### config.mk
export PLATFORM = sky130hd
export DESIGN_NAME = tdm_frame_gen
export DESIGN_NICKNAME = d
export VERILOG_FILES = /design/src/rtl/tdm_pkg.sv /design/src/rtl/tdm_cfg_decode.sv /design/src/rtl/tdm_sample_hold.sv /design/src/rtl/tdm_frame_gen.sv
export SDC_FILE = /design/constraint.sdc
export NUM_CORES = 1
export LEC_CHECK = 0
export CAP_MARGIN = 30
export CORE_MARGIN = 1
export CORE_UTILIZATION = 45
export DETAILED_ROUTE_END_ITERATION = 12
export PLACE_DENSITY = 0.61
export SLEW_MARGIN = 20
export SYNTH_ARGS = -nofsm -noshare
export SYNTH_HDL_FRONTEND = slang
export SYNTH_HIERARCHICAL = 1
export SYNTH_SLANG_ARGS = --single-unit
export TNS_END_PERCENT = 100
### constraint.sdc
create_clock -name clk -period 11.71 [get_ports clk]
set_clock_uncertainty 0.2 [all_clocks]
set_input_delay 1.7565 -clock clk [delete_from_list [all_inputs] [get_ports clk]]
set_output_delay 1.7565 -clock clk [all_outputs]
set_load 0.02 [all_outputs]
### src/rtl/tdm_pkg.sv
package tdm_pkg;

    localparam int TDM_MAX_SLOTS = 16;
    localparam int SMP_W         = 32;
    localparam int SLOT_IDX_W    = $clog2(TDM_MAX_SLOTS);
    localparam int BIT_W         = $clog2(SMP_W) + 1;
    localparam int SMP_IDX_W     = $clog2(SMP_W);
    localparam int POS_W         = $clog2(TDM_MAX_SLOTS * SMP_W);

    typedef enum logic [2:0] {
        FMT_I2S       = 3'd0,
        FMT_LEFT      = 3'd1,
        FMT_RIGHT     = 3'd2,
        FMT_PCM_EARLY = 3'd3,
        FMT_PCM_LATE  = 3'd4
    } fmt_e;

    typedef enum logic [1:0] {
        ST_IDLE  = 2'd0,
        ST_ARMED = 2'd1,
        ST_RUN   = 2'd2
    } run_st_e;

    typedef struct packed {
        logic [BIT_W-1:0]         sw;
        logic [BIT_W-1:0]         dw;
        logic [BIT_W-1:0]         off;
        logic [SLOT_IDX_W-1:0]    nsl_m1;
        logic [TDM_MAX_SLOTS-1:0] mask;
        logic [POS_W-1:0]         fl_m1;
        logic [POS_W-1:0]         act_m1;
        logic                     early;
        logic                     inv;
        logic                     dup;
    } tdm_cfg_t;

    function automatic logic tdm_fs_level(
        input logic [POS_W-1:0] pos,
        input logic [POS_W-1:0] fl_m1,
        input logic [POS_W-1:0] act_m1,
        input logic             early,
        input logic             inv
    );
        logic [POS_W-1:0] nxt;
        logic             hit;
        nxt = (pos == fl_m1) ? '0 : pos + 1'b1;
        hit = early ? (nxt <= act_m1) : (pos <= act_m1);
        return hit ^ inv;
    endfunction

endpackage

### src/rtl/tdm_cfg_decode.sv
module tdm_cfg_decode
    import tdm_pkg::*;
(
    input  logic [2:0]               fmt_raw,
    input  logic [SLOT_IDX_W-1:0]    slots_m1,
    input  logic [1:0]               slot_sz,
    input  logic [2:0]               data_sz,
    input  logic [TDM_MAX_SLOTS-1:0] slot_en,
    input  logic                     fs_inv,
    input  logic                     mono,
    output tdm_cfg_t                 cfg,
    output logic                     err
);
    logic [TDM_MAX_SLOTS-1:0] nsl_mask;
    logic [SLOT_IDX_W:0]      nsl;
    logic [POS_W:0]           fl_full;
    logic [BIT_W-1:0]         dw, sw;
    logic                     bad_dw, bad_sw, bad_fmt, pcm;

    for (genvar g = 0; g < TDM_MAX_SLOTS; g++) begin : g_slot_mask
        assign nsl_mask[g] = (SLOT_IDX_W'(g) <= slots_m1);
    end

    always_comb begin
        bad_dw = 1'b0;
        unique case (data_sz)
            3'd2:    dw = BIT_W'(8);
            3'd3:    dw = BIT_W'(10);
            3'd4:    dw = BIT_W'(16);
            3'd5:    dw = BIT_W'(20);
            3'd6:    dw = BIT_W'(24);
            3'd7:    dw = BIT_W'(32);
            default: begin dw = '0; bad_dw = 1'b1; end
        endcase

        bad_sw = 1'b0;
        unique case (slot_sz)
            2'd0:    sw = dw;
            2'd1:    sw = BIT_W'(16);
            2'd2:    sw = BIT_W'(32);
            default: begin sw = '0; bad_sw = 1'b1; end
        endcase

        bad_fmt = (fmt_raw > 3'(FMT_PCM_LATE));
        pcm     = (fmt_raw == 3'(FMT_PCM_EARLY)) || (fmt_raw == 3'(FMT_PCM_LATE));
        err     = bad_dw || bad_sw || bad_fmt || (dw > sw);

        nsl     = {1'b0, slots_m1} + 1'b1;
        fl_full = (POS_W+1)'(sw) * (POS_W+1)'(nsl);

        cfg.sw     = sw;
        cfg.dw     = dw;
        cfg.off    = (fmt_raw == 3'(FMT_RIGHT)) ? (sw - dw) : '0;
        cfg.nsl_m1 = slots_m1;
        cfg.mask   = (slot_en == '0) ? nsl_mask : (slot_en & nsl_mask);
        cfg.fl_m1  = POS_W'(fl_full - 1'b1);
        cfg.act_m1 = pcm ? '0 : (cfg.fl_m1 >> 1);
        cfg.early  = (fmt_raw == 3'(FMT_I2S)) || (fmt_raw == 3'(FMT_PCM_EARLY));
        cfg.inv    = fs_inv;
        cfg.dup    = mono && (slots_m1 == SLOT_IDX_W'(1));
    end
endmodule

### src/rtl/tdm_sample_hold.sv
module tdm_sample_hold #(
    parameter int W = 32
) (
    input  logic         clk,
    input  logic         rst_n,
    input  logic         flush,
    input  logic [W-1:0] s_data,
    input  logic         s_valid,
    output logic         s_ready,
    input  logic         take,
    output logic [W-1:0] out_data,
    output logic         out_valid
);
    typedef struct packed {
        logic         v;
        logic [W-1:0] d;
    } hold_t;

    hold_t q, d;

    assign s_ready   = !q.v && !flush;
    assign out_data  = q.d;
    assign out_valid = q.v;

    always_comb begin
        d = q;
        if (flush) begin
            d.v = 1'b0;
        end else begin
            if (take) d.v = 1'b0;
            if (s_valid && s_ready) begin
                d.v = 1'b1;
                d.d = s_data;
            end
        end
    end

    always_ff @(posedge clk or negedge rst_n) begin
        if (!rst_n) q <= '0;
        else        q <= d;
    end
endmodule

### src/rtl/tdm_frame_gen.sv
module tdm_frame_gen
    import tdm_pkg::*;
(
    input  logic                     clk,
    input  logic                     rst_n,
    input  logic                     run,
    input  logic                     bclk_en,
    input  logic [2:0]               cfg_fmt,
    input  logic [SLOT_IDX_W-1:0]    cfg_slots_m1,
    input  logic [1:0]               cfg_slot_sz,
    input  logic [2:0]               cfg_data_sz,
    input  logic [TDM_MAX_SLOTS-1:0] cfg_slot_en,
    input  logic                     cfg_fs_inv,
    input  logic                     cfg_mono,
    input  logic [SMP_W-1:0]         s_data,
    input  logic                     s_valid,
    output logic                     s_ready,
    output logic                     sdo,
    output logic                     fs,
    output logic                     slot_act,
    output logic                     req,
    output logic                     cfg_err
);
    typedef struct packed {
        run_st_e               st;
        logic [SLOT_IDX_W-1:0] slot;
        logic [BIT_W-1:0]      bitc;
        logic [POS_W-1:0]      pos;
        logic                  lead;
        logic [SMP_W-1:0]      smp;
        logic                  sdo;
        logic                  fs;
        logic                  act;
        logic                  req;
        tdm_cfg_t              cfg;
    } seq_t;

    seq_t q, d;

    tdm_cfg_t         dec_cfg;
    logic             dec_err;
    logic             take;
    logic [SMP_W-1:0] hold_d;
    logic             hold_v;

    tdm_cfg_decode u_dec (
        .fmt_raw  (cfg_fmt),
        .slots_m1 (cfg_slots_m1),
        .slot_sz  (cfg_slot_sz),
        .data_sz  (cfg_data_sz),
        .slot_en  (cfg_slot_en),
        .fs_inv   (cfg_fs_inv),
        .mono     (cfg_mono),
        .cfg      (dec_cfg),
        .err      (dec_err)
    );

    tdm_sample_hold #(.W(SMP_W)) u_hold (
        .clk       (clk),
        .rst_n     (rst_n),
        .flush     (q.st == ST_IDLE),
        .s_data    (s_data),
        .s_valid   (s_valid),
        .s_ready   (s_ready),
        .take      (take),
        .out_data  (hold_d),
        .out_valid (hold_v)
    );

    logic [SLOT_IDX_W-1:0] slot_n;
    logic [BIT_W-1:0]      bit_n;
    logic [BIT_W-1:0]      idx;
    logic [POS_W-1:0]      pos_n;
    logic                  lead_n;
    logic [SMP_W-1:0]      smp_n;
    logic                  en_n;
    logic                  win;

    always_comb begin
        d      = q;
        d.req  = 1'b0;
        take   = 1'b0;
        slot_n = q.slot;
        bit_n  = q.bitc;
        pos_n  = q.pos;
        lead_n = q.lead;
        smp_n  = q.smp;
        en_n   = 1'b0;
        win    = 1'b0;
        idx    = '0;
        unique case (q.st)
            ST_IDLE: begin
                d.sdo  = 1'b0;
                d.fs   = 1'b0;
                d.act  = 1'b0;
                d.lead = 1'b0;
                if (run && !dec_err) begin
                    d.st  = ST_ARMED;
                    d.cfg = dec_cfg;
                end
            end
            default: begin
                if (!run) begin
                    d.st   = ST_IDLE;
                    d.sdo  = 1'b0;
                    d.fs   = 1'b0;
                    d.act  = 1'b0;
                    d.lead = 1'b0;
                end else if (bclk_en) begin
                    if (q.st == ST_ARMED) begin
                        slot_n = q.cfg.nsl_m1;
                        bit_n  = q.cfg.sw - 1'b1;
                        pos_n  = q.cfg.fl_m1;
                        lead_n = 1'b1;
                    end else begin
                        lead_n = 1'b0;
                        pos_n  = (q.pos == q.cfg.fl_m1) ? '0 : q.pos + 1'b1;
                        if (q.bitc == q.cfg.sw - 1'b1) begin
                            bit_n  = '0;
                            slot_n = (q.slot == q.cfg.nsl_m1) ? '0 : q.slot + 1'b1;
                        end else begin
                            bit_n  = q.bitc + 1'b1;
                        end
                    end

                    en_n = q.cfg.mask[slot_n] && !lead_n;
                    if (en_n && (bit_n == '0) &&
                        !(q.cfg.dup && (slot_n == SLOT_IDX_W'(1)))) begin
                        take  = 1'b1;
                        smp_n = hold_v ? hold_d : '0;
                        d.req = 1'b1;
                    end

                    win = (bit_n >= q.cfg.off) && (bit_n < q.cfg.off + q.cfg.dw);
                    idx = q.cfg.dw - 1'b1 - (bit_n - q.cfg.off);

                    d.st   = ST_RUN;
                    d.slot = slot_n;
                    d.bitc = bit_n;
                    d.pos  = pos_n;
                    d.lead = lead_n;
                    d.smp  = smp_n;
                    d.sdo  = en_n && win && smp_n[idx[SMP_IDX_W-1:0]];
                    d.act  = en_n;
                    d.fs   = tdm_fs_level(pos_n, q.cfg.fl_m1, q.cfg.act_m1,
                                          q.cfg.early, q.cfg.inv);
                end
            end
        endcase
    end

    always_ff @(posedge clk or negedge rst_n) begin
        if (!rst_n) q <= '0;
        else        q <= d;
    end

    assign sdo      = q.sdo;
    assign fs       = q.fs;
    assign slot_act = q.act;
    assign req      = q.req;
    assign cfg_err  = dec_err;
endmodule

**Word level (Yosys, flattened, before mapping)**

Index checks and enable logic that the tools add are counted.

- Add/sub/neg operators: 12
- Multiply operators: 1
- Magnitude comparators: 24
- Equality and inequality tests: 20
- Muxes and demuxes: 53
- Bitwise operators: 3
- Reductions and logical operators: 33

Operators by type and width:

| cell | number |
|---|---|
| 32-bit 2-to-1 mux | 5 |
| 58-bit 2-to-1 mux | 1 |
| 9-bit 2-to-1 mux | 6 |
| 6-bit 2-to-1 mux | 6 |
| 6-bit one-hot mux with 6 select lines | 1 |
| 33-bit 2-to-1 mux | 1 |
| 4-bit <= comparator (first input constant) | 8 |
| 4-bit 2-to-1 mux | 6 |
| 9-bit by 1-bit adder with 9-bit output (second input constant) | 2 |
| 9-bit equality test | 2 |
| 9-bit <= comparator | 2 |
| 6-bit one-hot mux with 3 select lines | 1 |
| 1-bit 2-to-1 mux | 17 |
| 16-bit AND | 1 |
| 3-bit by 4-bit <= comparator with 1-bit output (first input constant) | 4 |
| 16-bit logical NOT | 1 |
| 16-bit 2-to-1 mux | 1 |
| 3-bit equality test (second input constant) | 5 |
| 3-bit by 2-bit equality test with 1-bit output (second input constant) | 4 |
| 1-bit logical AND | 11 |
| 5-bit subtractor | 2 |
| 6-bit by 5-bit multiplier with 9-bit output | 1 |
| 9-bit by 1-bit subtractor with 9-bit output (second input constant) | 1 |
| 4-bit by 1-bit equality test with 1-bit output (second input constant) | 2 |
| other kinds (38) | 55 |

- Register bits after elaboration: 149
- Input port bits: 67
- Output and inout port bits: 6
- Logic and storage cells: 167

**Logic depth before layout (Yosys ltp)**

Gate-level depths: netlist of the first run.

- Word-level depth: 22
- Mapped depth: 24
- Depth with buffers taken out: 23

**Hierarchy**

The synthesis of the first run kept the hierarchy.

Modules (own cells, without submodules):

| module | instances | cells each | area an instance (um^2) | seq. area each (um^2) |
|---|---|---|---|---|
| tdm_frame_gen | 1 | 823 | 7631.1 | 2902.8 |
| tdm_cfg_decode | 1 | 215 | 1501.4 | 0.0 |
| tdm_sample_hold | 1 | 73 | 1260.0 | 825.8 |

**Worst setup path before layout of the first run**

OpenSTA, ideal clock, no wires.

- Kind: input to register
- Start point: input cfg_slot_sz[0]
- End point: register q[10] in the netlist's numbering
- Data arrival time: 5.404 ns
- Required time: 11.380 ns
- Path slack: 5.976 ns
- Stages on the path: 15
- Path buffers: 1
- Cells stage by stage: buf_2 -> nor3_1 -> nand2_1 -> fa_1 -> fa_1 -> fa_1 -> inv_1 -> ha_1 -> o21ai_0 -> o21bai_1 -> a21oi_1 -> xnor3_1 -> and2b_1 -> nand2_1 -> o21ai_0

RTL lines:

| what | RTL line | RTL |
|---|---|---|
| start: declaration | tdm_frame_gen.sv:10 | `input logic [1:0] cfg_slot_sz,` |
| end signal: assignment | tdm_frame_gen.sv:153 | `if (!rst_n) q <= '0;` |
| end signal: assignment | tdm_frame_gen.sv:154 | `else q <= d;` |
| end: declaration | tdm_frame_gen.sv:38 | `seq_t q, d;` |

==> metrics.md, run 1 <==
| Metric | Value |
|---|---|
| Status | completed |
| R2r setup slk | 6.14 ns |
| Worst-path clk slew | 0.07 ns |
| WP data arrival | 4.88 ns |
| Post-synthesis mux area share | 11.6% |
| Post-synthesis compound-gate area fraction | 13.7% |
| Area growth, synth to finish | 14.6% |
| CP Capture Type | output pin |
| # fillers | 2096 |
| Cell area after synthesis | 10400 um2 |
| Hold slack | 0.302 ns |
| Synth Flop Type | dfrtp_1 |
| Antenna Cells | 0 |
| Startpoint types | input port |
| Main combinational cell family by area after synthesis | simple AND/OR/NAND/NOR gates |
| Buffer count from post-CTS setup fixing | 0 |
| Num Clock Sinks | 149 |
| WS Path Type | input port to output pin |
| Post-synth ARST share | 100% |
| R2r endpoint | fs |
| Maxcap violations | 0 |
| Relative slew slack | 38.7% |
| Sequential area share after synthesis | 35.9% |
| Post-synth EDFFs | 0 |
| Port bufs | 72 |
| DP HPWL | 17.9 mm |
| Hold path start | q[74] |
| CTS tree | built |
| Post-Synth Adder-Cell Area | 11.1% |
| Cts hold-fix bufs | 0 |
| Netlist cell types | 88 |
| Req. time, crit path | 9.75 ns |
| Setup tns final | 0 ns |
| First-pass DRT Iterations | 5 |
| Global Route Usage Sum | 21.5% |
| Fin. Hold Viols | 0 |
| Peak supply drop | 0.153 mV |
| Worst Tran Pin Value | 0.919 ns |
| Final slew viol count | 0 |
| DR WL/cell | 16.7 um |
| IO Count | 73 |
| Antenna Nets Post-Route | 0 |
| Total grt overflow | 0 |
| Post-cts resize count | 0 |
| Share of post-route cells with drive strength above 1 | 13.4% |
| Commonest non-fill, non-tap cell in the layout | dfrtp_1 |
| CTS Buffer Depth | 2 |
| Synthesized instance count | 1111 |
| Worst Path Max Fanout | 7 |
| Crit path capture | cfg_err |
| Peak Freq | 0.146 GHz |
| Number of synthesized register bits | 149 |
| DRC violation count after routing | 0 |
| Warnings, synthesis | 6 |
| GP Congestion | 0.906 |
| Num rows | 55 |
| Reg2reg path depth | 24 |
| Vias/cell | 5.45 |
| First-pass GRT wire length | 40.4 mm |
| Largest net degree at the start of global routing | 100 |
| Fraction of synthesized cell area in xor and xnor cells | 5.80% |
| Via count | 7941 |
| Most frequent cells in the layout | 149 x dfrtp_1, 112 x nand2_1, 108 x inv_1 |
| Seq. cell area | 3730 um2 |
| Root buffer cell | clkbuf_16 |
| Hold Crit Class | register to register |
| H-tree levels | 4 |
| Crit. Startpoint | cfg_data_sz[1] |
| Core footprint | 22600 um2 |
| Crit share post-route | 58.4% |
| Die width | 154 um |
| DRT iter0 DRCs | 464 |
| Fin crit period | 6.83 ns |
| Lkg Pwr | 0.00540 uW |
| CP max-delay cell | nor3_1 |
| RSZ-0062 raised after global routing | false |
| Insertion delay to the later sink of the worst-skew pair | 0.43 ns |
| Worst hold path depth | 1 |
| Die height | 154 um |
| CP cell instances | clkdlybuf4s50_1 -> nand2_1 -> nor3_1 -> ha_1 -> o311a_1 -> o21a_1 -> o21a_1 -> o21ai_1 -> clkdlybuf4s50_1 |
| Synth Area per Inst | 9.35 um2 |
| CP peak stage delay | 0.66 ns |
| Area occupied by multi-input gates | 5990 um2 |
| Routed wire length | 24.3 mm |
| Final setup vio count | 0 |
| Initial Util | 45.9% |
| DIE AREA | 23700 um2 |
| Initial antenna violation count | 0 |
| Simple-gate portion of the synthesized area | 15.1% |
| Vias in the first global route | 7913 |
| Num CTS Buffers | 17 |
| Cell Pwr Density | 248 nW/um2 |
| Final net count | 1308 |
| Critical R2R Launch | q[20] |
power breakdown:
part / switching [uW] / leakage [uW] / internal, uW
Clock: 265 / 0.000295 / 290
Combinational: 809 / 0.00332 / 743
Sequential: 158 / 0.00178 / 691
how the worst min path moves through the flow:
stage                                     to  slack (ns)
final                                  q[74]        0.30
after global routing                   q[64]        0.33
after CTS                              q[74]        0.30
after detailed placement               q[74]        0.29
after global placement    u_hold/out_data[3]        0.29
after floorplan                        q[21]        0.27
registers in the layout, summed over array words and instances, names as in the netlist:
| register | flops |
|---|---|
| u_hold/out_valid | 1 |
| slot_act | 1 |
| u_hold/out_data | 32 |
| fs | 1 |
| req | 1 |
| q | 112 |
| sdo | 1 |
per-layer routing:
layer | part of all wire, % | track usage, % | up-vias | wire (um)
met5 | 0 | 0 | - | 0
met4 | 1.5 | 6.38 | 0 | 372
met3 | 2.8 | 2.79 | 26 | 675
met2 | 50 | 36.7 | 140 | 12200
met1 | 46 | 28.3 | 3861 | 11100
li1 | - | - | 3914 | -
layout make-up:
cell class | instances | area share (%)
inverters | 110 | 3.47
clock inverters | 15 | 1.48
multi-input cells | 801 | 50.3
flip-flops and latches | 149 | 31.3
clock buffers | 17 | 3.57
repair buffers | 81 | 6.94
well taps | 285 | 2.99
synthesized netlist by cell type, types with 6 or more instances:
cell type    n  area [um2]
dfrtp_1    149        3730
nand2_1    112         420
inv_1      108         405
nor2_1      80         300
o21ai_0     77         385
mux2_2      76         856
ha_1        63         788
nand3_1     46         230
a21oi_1     38         190
xnor2_1     35         307
clkbuf_1    32         120
xor2_1      25         219
fa_1        18         360
mux2i_1     17         170
o21a_1      16         120
nor3_1      13        65.1
and2_1      12        75.1
nand2b_1    11        68.8
buf_4       10        75.1
o22ai_1     10        62.6
a21o_1       9        67.6
nand4_1      9        56.3
nor2b_1      9        56.3
a21boi_0     6        45.0
and3_1       6        37.5
buf_2        6        30.0
cell families (layout without fill, tap and decap cells):
kind of cell / after synthesis / count (layout)
AO/OA/AOI/OAI: 219 / 219
XOR/XNOR: 64 / 64
adder cells (fa/ha/maj): 81 / 81
buffers and inverters: 164 / 223
flip-flops: 149 / 149
multiplexers: 102 / 102
other: 2 / 5
AND/OR/NAND/NOR: 330 / 330
worst max-delay path: cells and delay by family:
family	cells	cell delay [ns]
compound gates	4	0.70
fa+ha+maj	1	0.39
buf+inv	2	1.23
simple gates	2	0.81
metrics by stage:
stage,std cells,util (%),instance area (um2),setup WS [ns],total power [uW]
floorplan,1114,-,10400,5.98,2000
global placement,1423,49.7,11300,4.95,2350
detailed placement,1425,49.8,11300,4.87,2410
CTS,1457,52.5,11900,4.86,2980
global route,1458,52.6,11900,4.68,3200
finish,1458,52.6,11900,4.88,2960
No activity file was read; power rests on OpenSTA's default activity.
==> run 2, diff against run 1 <==
==> constraint.sdc (replaced) <==
create_clock -name clk -period 6.6 [get_ports clk]
set_clock_uncertainty 0.2 [all_clocks]
set_input_delay 0.99 -clock clk [delete_from_list [all_inputs] [get_ports clk]]
set_output_delay 0.99 -clock clk [all_outputs]
set_load 0.02 [all_outputs]
==> metrics.md, run 2 (synthesis results as in run 1) <==
| Metric | Value |
|---|---|
| Status | completed (unchanged) |
| Peak Freq | 0.182 GHz |
| Final slew viol count | 0 (unchanged) |
| Insertion delay to the later sink of the worst-skew pair | 0.44 ns (was 0.43 ns) |
| Share of post-route cells with drive strength above 1 | 14.0% (was 13.4%) |
| Num rows | 55 (unchanged) |
| Final net count | 1316 (was 1308) |
| Startpoint types | register (was input port) |
| Cts hold-fix bufs | 0 (unchanged) |
| DR WL/cell | 16.3 um (was 16.7 um) |
| H-tree levels | 4 (unchanged) |
| DIE AREA | 23700 um2 (unchanged) |
| Buffer count from post-CTS setup fixing | 0 (unchanged) |
| Peak supply drop | 0.287 mV (was 0.153 mV) |
| Area growth, synth to finish | 15.1% (was 14.6%) |
| Via count | 7948 (was 7941) |
| Req. time, crit path | 6.78 ns (was 9.75 ns) |
| Num Clock Sinks | 149 (unchanged) |
| Lkg Pwr | 0.00543 uW (was 0.00540 uW) |
| Vias in the first global route | 7779 (was 7913) |
| Max reg flops | 112 (unchanged) |
| Setup ws final | 1.10 ns (was 4.88 ns) |
| CP peak stage delay | 0.69 ns (was 0.66 ns) |
| Final setup vio count | 0 (unchanged) |
| Pre-CTS setup slack | 0.695 ns (was 4.87 ns) |
| DP HPWL | 17.8 mm (was 17.9 mm) |
| Most flops, register | q (unchanged) |
| IO Count | 73 (unchanged) |
| RSZ-0062 raised after global routing | false (unchanged) |
| Clock power frac | 18.8% (about the same) |
| Combinational fraction of design power | 52.1% (was 52.5%) |
| Total grt overflow | 0 (unchanged) |
| Port bufs | 72 (unchanged) |
| Pint | 3030 uW (was 1720 uW) |
| Core footprint | 22600 um2 (unchanged) |
| Setup tns final | 0 ns (unchanged) |
| CP cell instances | inv_1 -> ha_1 -> or3b_4 -> xnor2_2 -> nand4_2 -> nor2_1 -> nor2_1 -> nand2_1 -> o21ai_0 -> fa_1 -> inv_1 -> ha_1 -> buf_4 -> mux2_2 -> nand2_1 -> mux4_1 -> o22a_1 -> a31oi_1 -> a211o_1 (was clkdlybuf4s50_1 -> nand2_1 -> nor3_1 -> ha_1 -> o311a_1 -> o21a_1 -> o21a_1 -> o21ai_1 -> clkdlybuf4s50_1) |
| Relative slew slack | 39.4% (was 38.7%) |
| Largest net degree at the start of global routing | 92 (was 100) |
| Antenna Nets Post-Route | 0 (unchanged) |
| First-pass GRT wire length | 39.9 mm (was 40.4 mm) |
| Fin crit period | 5.50 ns |
| DRC violation count after routing | 0 (unchanged) |
| Root buffer cell | clkbuf_16 (unchanged) |
| Maxcap violations | 0 (unchanged) |
| Fin. Hold Viols | 0 (unchanged) |
| Initial antenna violation count | 0 (unchanged) |
| # fillers | 2087 (was 2096) |
| Sequential share of power | 29.1% (was 28.7%) |
| WP data arrival | 5.68 ns (was 4.88 ns) |
| DRT iter0 DRCs | 457 (was 464) |
| GP Congestion | 0.877 (was 0.906) |
| Num CTS Buffers | 17 (unchanged) |
| Routed wire length | 23.9 mm (was 24.3 mm) |
| CTS tree | built (unchanged) |
| Final Non-Filler Cells | 1466 (was 1458) |
| Initial Util | 45.9% (unchanged) |
| Worst Path Max Fanout | 14 (was 7) |
| Global Route Usage Sum | 21.3% (was 21.5%) |
| CP Capture Type | register (was output pin) |
| Worst Tran Pin Value | 0.905 ns (was 0.919 ns) |
| First-pass DRT Iterations | 7 (was 5) |
| Net Sw Frac | 41.6% (was 41.7%) |
| Worst-path clk slew | 0.07 ns (about the same) |
| Vias/cell | 5.42 (was 5.45) |
| Antenna Cells | 0 (unchanged) |
| CTS Buffer Depth | 2 (unchanged) |
| Most frequent cells in the layout | 149 x dfrtp_1, 112 x nand2_1, 108 x inv_1 (unchanged) |
| Die width | 154 um (unchanged) |
| Hold Crit Class | input port to async pin (was register to register) |
| Post-cts resize count | 0 (unchanged) |
| Finished layout cell area | 12000 um2 (was 11900 um2) |
| CP max-delay cell | ha_1 (was nor3_1) |
| Crit share post-route | 83.4% |
| Placement Cell Area | 11300 um2 (about the same) |
| Cell Pwr Density | 433 nW/um2 (was 248 nW/um2) |
| WS Path Type | register to register (was input port to output pin) |
| Switching Power | 2160 uW (was 1230 uW) |
| Commonest non-fill, non-tap cell in the layout | dfrtp_1 (unchanged) |
| DP Cell Count | 1432 (was 1425) |
| Die height | 154 um (unchanged) |
run 2: power groups by stage:
stage / clock network, uW / registers, uW / logic [uW]
3_5_place_dp: 0 / 1520 / 2710
3_3_place_gp: 0 / 1520 / 2670
4_1_cts: 996 / 1510 / 2730
6_report: 973 / 1510 / 2700
2_1_floorplan: 0 / 1420 / 2120
5_1_grt: 1030 / 1550 / 3030
run 2: area by class of cell:
cell class	instances	area, um2	share of cell area [%]
multi-input combinational	801	5990	50.0
timing repair buffer	89	890	7.43
clock buffer	17	425	3.55
clock inverter	15	166	1.39
inverter	110	413	3.45
tap	285	357	2.98
sequential	149	3730	31.2
run 2: routing by layer:
| metal | global-route usage (%) | vias up | wire (um) |
|---|---|---|---|
| li1 | - | 3940 | - |
| met1 | 28.0 | 3846 | 10900 |
| met2 | 36.3 | 140 | 12000 |
| met3 | 3.13 | 22 | 647 |
| met4 | 6.33 | 0 | 320 |
| met5 | 0 | - | 0 |
run 2: final timing paths:
kind                       cells after the start  endpoint  slack [ns]  startpoint
max                                           19       sdo        1.10       q[53]
max reg2reg                                   19       sdo        1.10       q[53]
min reg2reg                                    1     q[74]        0.31       q[74]
min                                            1      q[4]        0.22       rst_n
max in group asynchronous                      2     q[64]        4.88       rst_n
min in group clk                               1     q[74]        0.31       q[74]
run 2: worst max-delay path, delay by kind of cell, from the launching register on:
kind,cells,cell delay (ns)
buf+inv,3,0.45
flops,1,0.43
compound gates,4,0.74
mux,2,0.70
xor+xnor,1,0.22
simple gates,6,1.23
fa+ha+maj,3,1.45
run 2: metrics by stage:
| step | power (uW) | utilization [%] | hold slack (ns) |
|---|---|---|---|
| final | 5190 | 52.9 | 0.222 |
| after CTS | 5230 | 52.6 | 0.308 |
| after floorplan | 3540 | - | 0.272 |
| after global placement | 4190 | 50.0 | 0.281 |
| after global routing | 5610 | 52.9 | 0.240 |
| after detailed placement | 4230 | 50.0 | 0.290 |
